$ cat src/rtl/spprog_pkg.sv
// Shared constants and helpers for the serial programming sequencer.
// Assumes: 32-bit instructions; target echo byte value is fixed by the link.
package spprog_pkg;

    localparam int FRAME_BITS = 32;
    localparam int RX_BITS    = 16;

    typedef enum logic [2:0] {
        OP_OPEN    = 3'd0,
        OP_ERASE   = 3'd1,
        OP_WRITE   = 3'd2,
        OP_READ    = 3'd3,
        OP_RELEASE = 3'd4
    } op_e;

    localparam logic [7:0] LEAD_BYTE  = 8'hA5;
    localparam logic [7:0] ECHO_BYTE  = 8'h53;
    localparam logic [7:0] ERASE_BYTE = 8'h8E;
    localparam logic [7:0] WR_CODE    = 8'h61;
    localparam logic [7:0] RD_CODE    = 8'h31;

    // larger of two counts, used to size the shared delay counter
    function automatic int cmax(input int a, input int b);
        return (a > b) ? a : b;
    endfunction

    // build a write or read instruction; memory select lands in bit 7
    function automatic logic [FRAME_BITS-1:0] mk_frame(input logic [7:0] code,
                                                       input logic       mem,
                                                       input logic [15:0] addr,
                                                       input logic [7:0] val);
        return {code | {mem, 7'd0}, addr, val};
    endfunction

endpackage

$ cat src/rtl/spprog_shift.sv
// Serial shift engine: sends one instruction (or a single bare clock pulse)
// with SCK low when idle. MOSI is updated on SCK fall, MISO captured on SCK
// rise. Assumes HALF_CYC >= 1; start is only honoured while idle.
module spprog_shift #(
    parameter int HALF_CYC   = 4,
    parameter int FRAME_BITS = 32,
    parameter int RX_BITS    = 16
) (
    input  logic                  clk,
    input  logic                  rst_n,
    input  logic                  start,
    input  logic                  one_bit,
    input  logic [FRAME_BITS-1:0] tx,
    input  logic                  miso,
    output logic                  sck,
    output logic                  mosi,
    output logic [RX_BITS-1:0]    rx,
    output logic                  done
);
    localparam int HW = $clog2(HALF_CYC) + 1;
    localparam int BW = $clog2(FRAME_BITS + 1);

    logic                  active;
    logic [HW-1:0]         hcnt;
    logic [BW-1:0]         left;
    logic [FRAME_BITS-1:0] sreg;

    // bit timing, shifting and completion pulse
    always_ff @(posedge clk) begin
        if (!rst_n) begin
            active <= 1'b0;
            hcnt   <= '0;
            left   <= '0;
            sreg   <= '0;
            sck    <= 1'b0;
            rx     <= '0;
            done   <= 1'b0;
        end else begin
            done <= 1'b0;
            if (!active) begin
                if (start) begin
                    active <= 1'b1;
                    hcnt   <= '0;
                    sck    <= 1'b0;
                    sreg   <= one_bit ? '0 : tx;
                    left   <= one_bit ? BW'(1) : BW'(FRAME_BITS);
                end
            end else if (hcnt == HW'(HALF_CYC - 1)) begin
                hcnt <= '0;
                if (!sck) begin
                    sck <= 1'b1;
                    rx  <= {rx[RX_BITS-2:0], miso};
                end else begin
                    sck  <= 1'b0;
                    sreg <= {sreg[FRAME_BITS-2:0], 1'b0};
                    left <= left - BW'(1);
                    if (left == BW'(1)) begin
                        active <= 1'b0;
                        done   <= 1'b1;
                    end
                end
            end else begin
                hcnt <= hcnt + HW'(1);
            end
        end
    end

    // data out is the head of the shift register while a transfer runs
    assign mosi = active & sreg[FRAME_BITS-1];

endmodule

$ cat src/rtl/spprog_timer.sv
// One-shot delay counter: a load of N gives an expired pulse N cycles later.
// Assumes value >= 1; a new load restarts the count.
module spprog_timer #(
    parameter int TW = 20
) (
    input  logic          clk,
    input  logic          rst_n,
    input  logic          load,
    input  logic [TW-1:0] value,
    output logic          expired
);
    logic [TW-1:0] cnt;
    logic          run;

    // countdown and single-cycle expiry
    always_ff @(posedge clk) begin
        if (!rst_n) begin
            cnt     <= '0;
            run     <= 1'b0;
            expired <= 1'b0;
        end else begin
            expired <= 1'b0;
            if (load) begin
                cnt <= value;
                run <= 1'b1;
            end else if (run) begin
                if (cnt <= TW'(1)) begin
                    run     <= 1'b0;
                    expired <= 1'b1;
                end else begin
                    cnt <= cnt - TW'(1);
                end
            end
        end
    end

endmodule

$ cat src/rtl/spprog_master.sv
// Command sequencer for a serial byte-programming link. It accepts one command
// at a time, runs power-up hold, echo handshake with bounded retries, erase
// with reset pulse and re-entry, polled or timed byte writes, reads and
// release. Assumes the target echoes the second open byte during the third.
module spprog_master
    import spprog_pkg::*;
#(
    parameter int HALF_CYC    = 4,
    parameter int PWRUP_CYC   = 400000,
    parameter int ERASE_CYC   = 200000,
    parameter int RSTP_CYC    = 16,
    parameter int PROG_FL_CYC = 90000,
    parameter int PROG_EE_CYC = 80000,
    parameter int POLL_MAX    = 64,
    parameter int SYNC_TRIES  = 32
) (
    input  logic        clk,
    input  logic        rst_n,
    input  logic        cmd_valid,
    output logic        cmd_ready,
    input  logic [2:0]  cmd_op,
    input  logic        cmd_mem,
    input  logic [15:0] cmd_addr,
    input  logic [7:0]  cmd_data,
    output logic        busy,
    output logic        done,
    output logic        err_nodev,
    output logic        err_timeout,
    output logic [7:0]  rd_data,
    output logic        sck,
    output logic        mosi,
    input  logic        miso,
    output logic        tgt_rst
);
    localparam int MAXC = cmax(cmax(cmax(PWRUP_CYC, ERASE_CYC), cmax(PROG_FL_CYC, PROG_EE_CYC)), RSTP_CYC);
    localparam int TW   = $clog2(MAXC + 1);
    localparam int TRW  = $clog2(SYNC_TRIES + 1);
    localparam int PLW  = $clog2(POLL_MAX + 1);

    typedef enum logic [3:0] {
        S_IDLE, S_PWR, S_SYNC, S_PULSE, S_ERASE, S_EWAIT,
        S_RSTP, S_WR, S_WWAIT, S_POLL, S_RD
    } st_e;

    st_e                   st;
    logic [TRW-1:0]        tries;
    logic [PLW-1:0]        polls;
    logic                  cur_mem;
    logic [15:0]           cur_addr;
    logic [7:0]            cur_data;
    logic                  sh_start, sh_one, sh_done;
    logic [FRAME_BITS-1:0] sh_tx;
    logic [RX_BITS-1:0]    sh_rx;
    logic                  tm_load, tm_exp;
    logic [TW-1:0]         tm_val;

    spprog_shift #(.HALF_CYC(HALF_CYC), .FRAME_BITS(FRAME_BITS), .RX_BITS(RX_BITS)) u_shift (
        .clk(clk), .rst_n(rst_n), .start(sh_start), .one_bit(sh_one), .tx(sh_tx),
        .miso(miso), .sck(sck), .mosi(mosi), .rx(sh_rx), .done(sh_done)
    );

    spprog_timer #(.TW(TW)) u_timer (
        .clk(clk), .rst_n(rst_n), .load(tm_load), .value(tm_val), .expired(tm_exp)
    );

    assign cmd_ready = (st == S_IDLE);
    assign busy      = (st != S_IDLE);

    // command sequencing, launch pulses to shifter and timer, results
    always_ff @(posedge clk) begin
        if (!rst_n) begin
            st          <= S_IDLE;
            tries       <= '0;
            polls       <= '0;
            cur_mem     <= 1'b0;
            cur_addr    <= '0;
            cur_data    <= '0;
            done        <= 1'b0;
            err_nodev   <= 1'b0;
            err_timeout <= 1'b0;
            rd_data     <= '0;
            tgt_rst     <= 1'b0;
            sh_start    <= 1'b0;
            sh_one      <= 1'b0;
            sh_tx       <= '0;
            tm_load     <= 1'b0;
            tm_val      <= '0;
        end else begin
            done     <= 1'b0;
            sh_start <= 1'b0;
            sh_one   <= 1'b0;
            tm_load  <= 1'b0;
            case (st)
                S_IDLE: if (cmd_valid) begin
                    err_nodev   <= 1'b0;
                    err_timeout <= 1'b0;
                    cur_mem     <= cmd_mem;
                    cur_addr    <= cmd_addr;
                    cur_data    <= cmd_data;
                    case (cmd_op)
                        OP_OPEN: begin
                            tgt_rst <= 1'b0;
                            tries   <= '0;
                            tm_val  <= TW'(PWRUP_CYC);
                            tm_load <= 1'b1;
                            st      <= S_PWR;
                        end
                        OP_ERASE: begin
                            sh_tx    <= {LEAD_BYTE, ERASE_BYTE, 16'h0000};
                            sh_start <= 1'b1;
                            st       <= S_ERASE;
                        end
                        OP_WRITE: begin
                            sh_tx    <= mk_frame(WR_CODE, cmd_mem, cmd_addr, cmd_data);
                            sh_start <= 1'b1;
                            st       <= S_WR;
                        end
                        OP_READ: begin
                            sh_tx    <= mk_frame(RD_CODE, cmd_mem, cmd_addr, 8'h00);
                            sh_start <= 1'b1;
                            st       <= S_RD;
                        end
                        OP_RELEASE: begin
                            tgt_rst <= 1'b1;
                            done    <= 1'b1;
                        end
                        default: done <= 1'b1;
                    endcase
                end
                S_PWR: if (tm_exp) begin
                    sh_tx    <= {LEAD_BYTE, ECHO_BYTE, 16'h0000};
                    sh_start <= 1'b1;
                    st       <= S_SYNC;
                end
                S_SYNC: if (sh_done) begin
                    if (sh_rx[15:8] == ECHO_BYTE) begin
                        done <= 1'b1;
                        st   <= S_IDLE;
                    end else if (tries == TRW'(SYNC_TRIES - 1)) begin
                        err_nodev <= 1'b1;
                        done      <= 1'b1;
                        st        <= S_IDLE;
                    end else begin
                        tries    <= tries + TRW'(1);
                        sh_one   <= 1'b1;
                        sh_start <= 1'b1;
                        st       <= S_PULSE;
                    end
                end
                S_PULSE: if (sh_done) begin
                    sh_start <= 1'b1;
                    st       <= S_SYNC;
                end
                S_ERASE: if (sh_done) begin
                    tm_val  <= TW'(ERASE_CYC);
                    tm_load <= 1'b1;
                    st      <= S_EWAIT;
                end
                S_EWAIT: if (tm_exp) begin
                    tgt_rst <= 1'b1;
                    tm_val  <= TW'(RSTP_CYC);
                    tm_load <= 1'b1;
                    st      <= S_RSTP;
                end
                S_RSTP: if (tm_exp) begin
                    tgt_rst <= 1'b0;
                    tries   <= '0;
                    tm_val  <= TW'(PWRUP_CYC);
                    tm_load <= 1'b1;
                    st      <= S_PWR;
                end
                S_WR: if (sh_done) begin
                    if (cur_data == 8'hFF) begin
                        tm_val  <= cur_mem ? TW'(PROG_EE_CYC) : TW'(PROG_FL_CYC);
                        tm_load <= 1'b1;
                        st      <= S_WWAIT;
                    end else begin
                        polls    <= '0;
                        sh_tx    <= mk_frame(RD_CODE, cur_mem, cur_addr, 8'h00);
                        sh_start <= 1'b1;
                        st       <= S_POLL;
                    end
                end
                S_WWAIT: if (tm_exp) begin
                    done <= 1'b1;
                    st   <= S_IDLE;
                end
                S_POLL: if (sh_done) begin
                    if (sh_rx[7:0] == cur_data) begin
                        done <= 1'b1;
                        st   <= S_IDLE;
                    end else if (polls == PLW'(POLL_MAX - 1)) begin
                        err_timeout <= 1'b1;
                        done        <= 1'b1;
                        st          <= S_IDLE;
                    end else begin
                        polls    <= polls + PLW'(1);
                        sh_start <= 1'b1;
                    end
                end
                S_RD: if (sh_done) begin
                    rd_data <= sh_rx[7:0];
                    done    <= 1'b1;
                    st      <= S_IDLE;
                end
                default: st <= S_IDLE;
            endcase
        end
    end

endmodule

$ cat config.mk
export PLATFORM = sky130hd
export DESIGN_NAME = spprog_master
export DESIGN_NICKNAME = d
export VERILOG_FILES = /design/src/rtl/spprog_pkg.sv /design/src/rtl/spprog_shift.sv /design/src/rtl/spprog_timer.sv /design/src/rtl/spprog_master.sv
export SDC_FILE = /design/constraint.sdc
export NUM_CORES = 1
export LEC_CHECK = 0
export ABC_AREA = 1
export BUFFER_PORTS_ARGS = -buffer_cell sky130_fd_sc_hd__buf_2
export CAP_MARGIN = 20
export CORE_ASPECT_RATIO = 0.75
export CORE_UTILIZATION = 25
export DETAILED_ROUTE_END_ITERATION = 10
export PLACE_DENSITY_LB_ADDON = 0.3
export SYNTH_ARGS = -nofsm -noshare
export SYNTH_HDL_FRONTEND = slang
export SYNTH_HIERARCHICAL = 1
export SYNTH_SLANG_ARGS = --single-unit
$ cat constraint.sdc
create_clock -name clk -period 1.6 [get_ports clk]
set_input_delay 0 -clock clk [delete_from_list [all_inputs] [get_ports clk]]
set_output_delay 0 -clock clk [all_outputs]
set_load 0.02 [all_outputs]
Yosys cells after proc, flatten, opt, wreduce, memory -nomap -nowiden
Index checks and enable logic that the tools add are counted.
Word-level totals
  bits in registers: 189
  input port bits: 32
  output and inout bits: 16
  logic and storage cells: 233
Cells by class
  $add $sub $neg: 5
  order comparisons: 1
  equality and inequality tests: 48
  multiplexer cells: 117
  bitwise gates (word level): 4
  reduce and logical (&&, ||, !) cells: 32
Operators by type and width (number)
  $mux W32: 9
  $pmux W32 S3: 2
  $mux W19: 10
  $pmux W19 S5: 1
  $mux W6: 11
  $mux W4: 13
  $mux W1: 49
  $pmux W4 S11: 1
  $mux W7: 5
  $ne A2 B1 Y1 const B: 12
  $ne A2 B2 Y1 const B: 11
  $le A19 B1 Y1 const B: 1
  $sub A19 B1 Y19 const B: 1
  $pmux W6 S3: 1
  $eq A4 B3 Y1 const B: 4
  $pmux W4 S4: 1
  $mux W15: 1
  $reduce_and A5 Y1: 3
  $pmux W7 S2: 1
  $reduce_and A13 Y1: 1
  $eq A4 B4 Y1 const B: 3
  $reduce_and A6 Y1: 2
  $reduce_and A2 Y1: 5
  $reduce_bool A2 Y1: 5
  40 further kinds: 54

Longest topological paths before layout
  depth in word-level cells: 5
  depth in mapped cells: 13
  depth with buffers taken out: 12

Cells and area by module
The synthesis kept the hierarchy.
By module, submodules not included
  spprog_master: instances 1, cells an instance 661, area each 4619.4 um^2, seq. area each 1941.9 um^2
  spprog_shift: instances 1, cells an instance 299, area each 2421.1 um^2, seq. area each 1201.2 um^2
  spprog_timer: instances 1, cells an instance 250, area each 1606.5 um^2, seq. area each 420.4 um^2

Worst setup path before layout
OpenSTA, ideal clock, no wires.
  path type: register -> register
  start: reg st[2]
  end: reg sh_tx[10]
  library setup time: 0.116 ns
  arrival time: 1.497 ns
  required time: 1.484 ns
  path slack: -0.013 ns
  cell stages (with the launch flop): 13
  buffers on the path: 2
  period minus slack after synthesis: 1.613 ns
  cells stage by stage: dfxtp_1 > nor2_1 > buf_2 > nand2_2 > inv_2 > nor2_2 > nand2_1 > inv_1 > buf_4 > nand2_1 > o21ai_0 > nor2_1 > nor2_1
Between the ends
  cells in the longest elaborated chain, start to end: 3
  elaborated cells on any way between the ends: 11
  classes of those cells: eq/ne: 7; mux: 1; reduce/logical: 3
Ends and longest elaborated chain
  from (decl): line spprog_master.sv:45  | st_e st;
  from (signal assigned): line spprog_master.sv:72  | st <= S_IDLE;
  from (signal assigned): line spprog_master.sv:106  | st <= S_PWR;
  from (signal assigned): line spprog_master.sv:111  | st <= S_ERASE;
  $logic_not A4 Y1, or another cell as far along: line spprog_master.sv:93  | case (st)
  $ne A4 B1 Y1 (no line), or another cell as far along
  $reduce_and A6 Y1 (no line)
  to (signal assigned): line spprog_master.sv:109  | sh_tx <= {LEAD_BYTE, ERASE_BYTE, 16'h0000};
  to (signal assigned): line spprog_master.sv:114  | sh_tx <= mk_frame(WR_CODE, cmd_mem, cmd_addr, cmd_data);
  to (signal assigned): line spprog_master.sv:119  | sh_tx <= mk_frame(RD_CODE, cmd_mem, cmd_addr, 8'h00);
  to (decl): line spprog_master.sv:52  | logic [FRAME_BITS-1:0] sh_tx;
Parallel ways exist; a longest one is shown, timed or not.
A chain may end at the register's enable or synchronous reset.

Worst setup path after layout
  start: reg st[3]
  end: reg sh_tx[10]
The elaborated chain is that of the path after synthesis.

==> results_dict.tcl <==
set metrics [dict create \
    first_drt_pass_iteration_count 5 \
    effective_utilization_at_floorplan_pct 25.57 \
    worst_pin_slew_ns 0.5608 \
    violations_in_the_final_reports "negative setup slack" \
    p_total_mw 15.10 \
    worst_clock_skew_ns 0.01060 \
    place.gp.congestion 0.8616 \
    synthesis.instances 1210 \
    tritoncts "done" \
    synthDominantCellAreaShare_pct 41.21 \
    first_global_vias 7778 \
    place.detailed.hpwl_um 17470 \
    routed_via_density 4.624 \
    rsz0062_at_grt "yes" \
    yosys_most_used_dff "sky130_fd_sc_hd__dfxtp_1" \
    drt_wl_total_um 25850 \
    number_of_synthesized_flops_with_an_enable_pin 0 \
    num_antenna_cells 0 \
    highest-signal-layer "met4" \
    post_synth.cell_area_avg_um2 7.146 \
    final_max_slew_viol_count 0 \
    mappedNetlistArea_um2 8647 \
    async_flop_share_pct 0 \
    detailedPlace.worstSlack_ns -0.1565 \
    fin_crit_ns 1.635 \
    worst-endpoint-arrival_ns 1.98 \
    setup.worst_path.start_class "register" \
    drive_above_1_share_pct 26.41 \
    detail-route-antenna-nets 0 \
    vdd_drop_max_mv 0.6957 \
    global_router_s_overall_resource_usage_pct 14.66 \
    layout_commonest_cell "sky130_fd_sc_hd__nand2_1" \
    drv_cap 0 \
    ys_seq_area_share_pct 41.21 \
    die_w_um 216.8 \
    dp.cells 1752 \
    worstHoldPathType "input port to register" \
    timing.setup.tns_ns -0.5481 \
    layout.cell_area.non_filler_um2 11700 \
    fmaxAchievable_ghz 0.6117 \
    hold_viol 0 \
    yosys.area.top_type "sky130_fd_sc_hd__dfxtp_1" \
    yosys_register_bits 178 \
    synth_to_final_area_change_pct 35.35 \
    dr_total_vias 8471 \
    clk_pin_slew_worst_paths_ns 0.08 \
    required_ns 1.94 \
    cellPowerDensity_nw_per_um2 1290 \
    crit_type "register to register" \
    post-route-drc-count 0 \
    post_drt_wl_per_cell_um 14.11 \
    htree_levels 4 \
    die_area_um2 35340 \
    core_region_area_um2 33820 \
    timing.final.crit_share_pct 102.2 \
    routed-wl-met2_um 11060 \
    post_synth_num_cell_types 48 \
    layout.cells.most_common_list "189 x sky130_fd_sc_hd__nand2_1, 169 x sky130_fd_sc_hd__dfxtp_1, 140 x sky130_fd_sc_hd__nor2_1" \
    wirelength_met1_um 13230 \
    insertion_delay_ns 0.45 \
    pin_count 48 \
    initial_drc_count 602 \
    post-route-worst-setup-slack_ns -0.03474 \
    synthesis.yosys.warnings 6 \
    outcome "finished, violations left" \
    pin_count_of_the_biggest_net_entering_global_routing 82 \
    static-leakage-power_nw 4.813 \
    synth.top_cells.by_area "sky130_fd_sc_hd__dfxtp_1 41%, sky130_fd_sc_hd__nand2_1 9.3%, sky130_fd_sc_hd__nor2_1 7.4%, sky130_fd_sc_hd__a21oi_1 7.4%, sky130_fd_sc_hd__o21ai_0 7.2%" \
    io_buf_count 47 \
    met3_length_um 987 \
    numClockSinks 178 \
    max_transition_margin_pct 62.57 \
    antenna_violations_before_repair 0 \
    worstPathMaxFanout 8 \
    end_kind "register" \
    rows 58 \
    finalNetCount 1408 \
    grt-ovfl-total 0 \
    cts_made_buffers 17 \
    clock_path_buffers 2 \
    root_buffer_master "sky130_fd_sc_hd__clkbuf_16" \
    finish.cell_count_without_fillers 1832 \
    die_h_um 163.1 \
    post_dp_cell_area_um2 10040 \
    finalSetupViolations 30 \
    grt_pass1_wl_um 41250 \
]
==> cells in the mapped netlist, types with 2 or more instances <==
cell type and count:
sky130_fd_sc_hd__o22ai_1 2, sky130_fd_sc_hd__a22oi_1 30, sky130_fd_sc_hd__xor2_1 6, sky130_fd_sc_hd__nor2_4 8, sky130_fd_sc_hd__dfxtp_1 178, sky130_fd_sc_hd__nor2_1 171, sky130_fd_sc_hd__a211oi_1 2, sky130_fd_sc_hd__buf_2 19
sky130_fd_sc_hd__inv_2 6, sky130_fd_sc_hd__inv_1 88, sky130_fd_sc_hd__a21oi_2 7, sky130_fd_sc_hd__nor3_1 7, sky130_fd_sc_hd__o21ai_1 9, sky130_fd_sc_hd__nand2_2 10, sky130_fd_sc_hd__nand2_1 214, sky130_fd_sc_hd__nand4_1 14
sky130_fd_sc_hd__nand3_1 86, sky130_fd_sc_hd__nor3b_1 2, sky130_fd_sc_hd__xnor2_1 8, sky130_fd_sc_hd__o21ai_0 125, sky130_fd_sc_hd__inv_4 3, sky130_fd_sc_hd__nand3_2 6, sky130_fd_sc_hd__a21oi_1 127, sky130_fd_sc_hd__ha_1 7
sky130_fd_sc_hd__a21boi_0 2, sky130_fd_sc_hd__nand2_4 8, sky130_fd_sc_hd__buf_1 3, sky130_fd_sc_hd__buf_6 4, sky130_fd_sc_hd__nand3_4 2, sky130_fd_sc_hd__nand3b_1 4, sky130_fd_sc_hd__buf_4 3, sky130_fd_sc_hd__clkbuf_2 2
sky130_fd_sc_hd__clkbuf_1 26, sky130_fd_sc_hd__nor2_2 7
==> sequential cells by signal, indices dropped and copies added, names as in the netlist, 3 cells and up <==
| signal | cells |
|---|---|
| cur_addr | 16 |
| u_shift/rx | 16 |
| rd_data | 8 |
| polls | 7 |
| cur_data | 8 |
| u_shift/left | 6 |
| u_shift/hcnt | 3 |
| tm_val | 11 |
| sh_tx | 29 |
| st | 4 |
| u_shift/sreg | 32 |
| u_timer/cnt | 19 |
| tries | 6 |
==> worst max-delay path, cell delays in order, from the launching register on <==
cell and delay (ns):
sky130_fd_sc_hd__dfxtp_4 0.37, sky130_fd_sc_hd__nor2_4 0.13, sky130_fd_sc_hd__buf_6 0.15, sky130_fd_sc_hd__nand2_4 0.07, sky130_fd_sc_hd__inv_8 0.09, sky130_fd_sc_hd__nand2_8 0.06, sky130_fd_sc_hd__nor2_4 0.13, sky130_fd_sc_hd__a21oi_4 0.05
sky130_fd_sc_hd__nand2_4 0.12, sky130_fd_sc_hd__inv_4 0.07, sky130_fd_sc_hd__buf_8 0.14, sky130_fd_sc_hd__nor2_4 0.09, sky130_fd_sc_hd__nor2_1 0.04
==> routing by layer <==
layer,vias to the layer above,track usage (%)
met5,-,0
met3,27,2.793
li1,4335,-
met1,3959,21.37
met4,0,5.794
met2,150,20.96
==> repair_timing <==
| action | CTS | global route |
|---|---|---|
| pin swaps | 10 | 51 |
| endpoints found under the hold margin | 48 | 0 |
| resized for setup | 32 | 147 |
| endpoints found under the setup margin | 68 | 130 |
| setup buffers | 5 | 12 |
| gates cloned | 2 | 4 |
| hold buffers | 26 | 0 |
==> cell families (layout without fill, tap and decap cells) <==
logic type	count (synthesis)	after routing	synth area share [%]
simple gates	542	543	28.58
flops	178	178	41.21
other cells	1	8	0.04337
xor+xnor	14	14	1.418
compound gates	311	311	19.81
fa+ha+maj	7	7	1.013
buf+inv	157	321	7.929
==> cell type report <==
cell class | count | area [um2]
Clock inverter | 13 | 188.9
Multi-Input combinational cell | 883 | 4862
Timing Repair Buffer | 190 | 1662
Fill cell | 3616 | 22110
Tap cell | 450 | 563.0
Sequential cell | 178 | 3582
Clock buffer | 19 | 442.9
Inverter | 98 | 397.9
Timing Repair inverter | 1 | 5.005
==> worst paths after layout <==
kind	endpoint	cells after the start	start	slack, ns
setup reg to reg	sh_tx[10]	12	st[3]	-0.03
hold reg to reg	cur_addr[4]	2	cur_addr[4]	0.45
hold / removal	sh_tx[28]	5	cmd_op[0]	0.06
setup / recovery	sh_tx[10]	12	st[3]	-0.03
==> power by group <==
part	switching [mW]	internal, mW
sequential	0.332	4.96
clock	2.00	2.56
combinational	2.99	2.25
==> per-stage QoR <==
stage | util, % | hold slack [ns]
2_1_floorplan | - | 0.1205
3_3_place_gp | 29.70 | 0.2212
3_5_place_dp | 29.70 | 0.2356
4_1_cts | 32.80 | 0.03561
5_1_grt | 34.61 | 0.07684
6_report | 34.61 | 0.06224
Note: power is estimated with default switching activity, not from simulation.
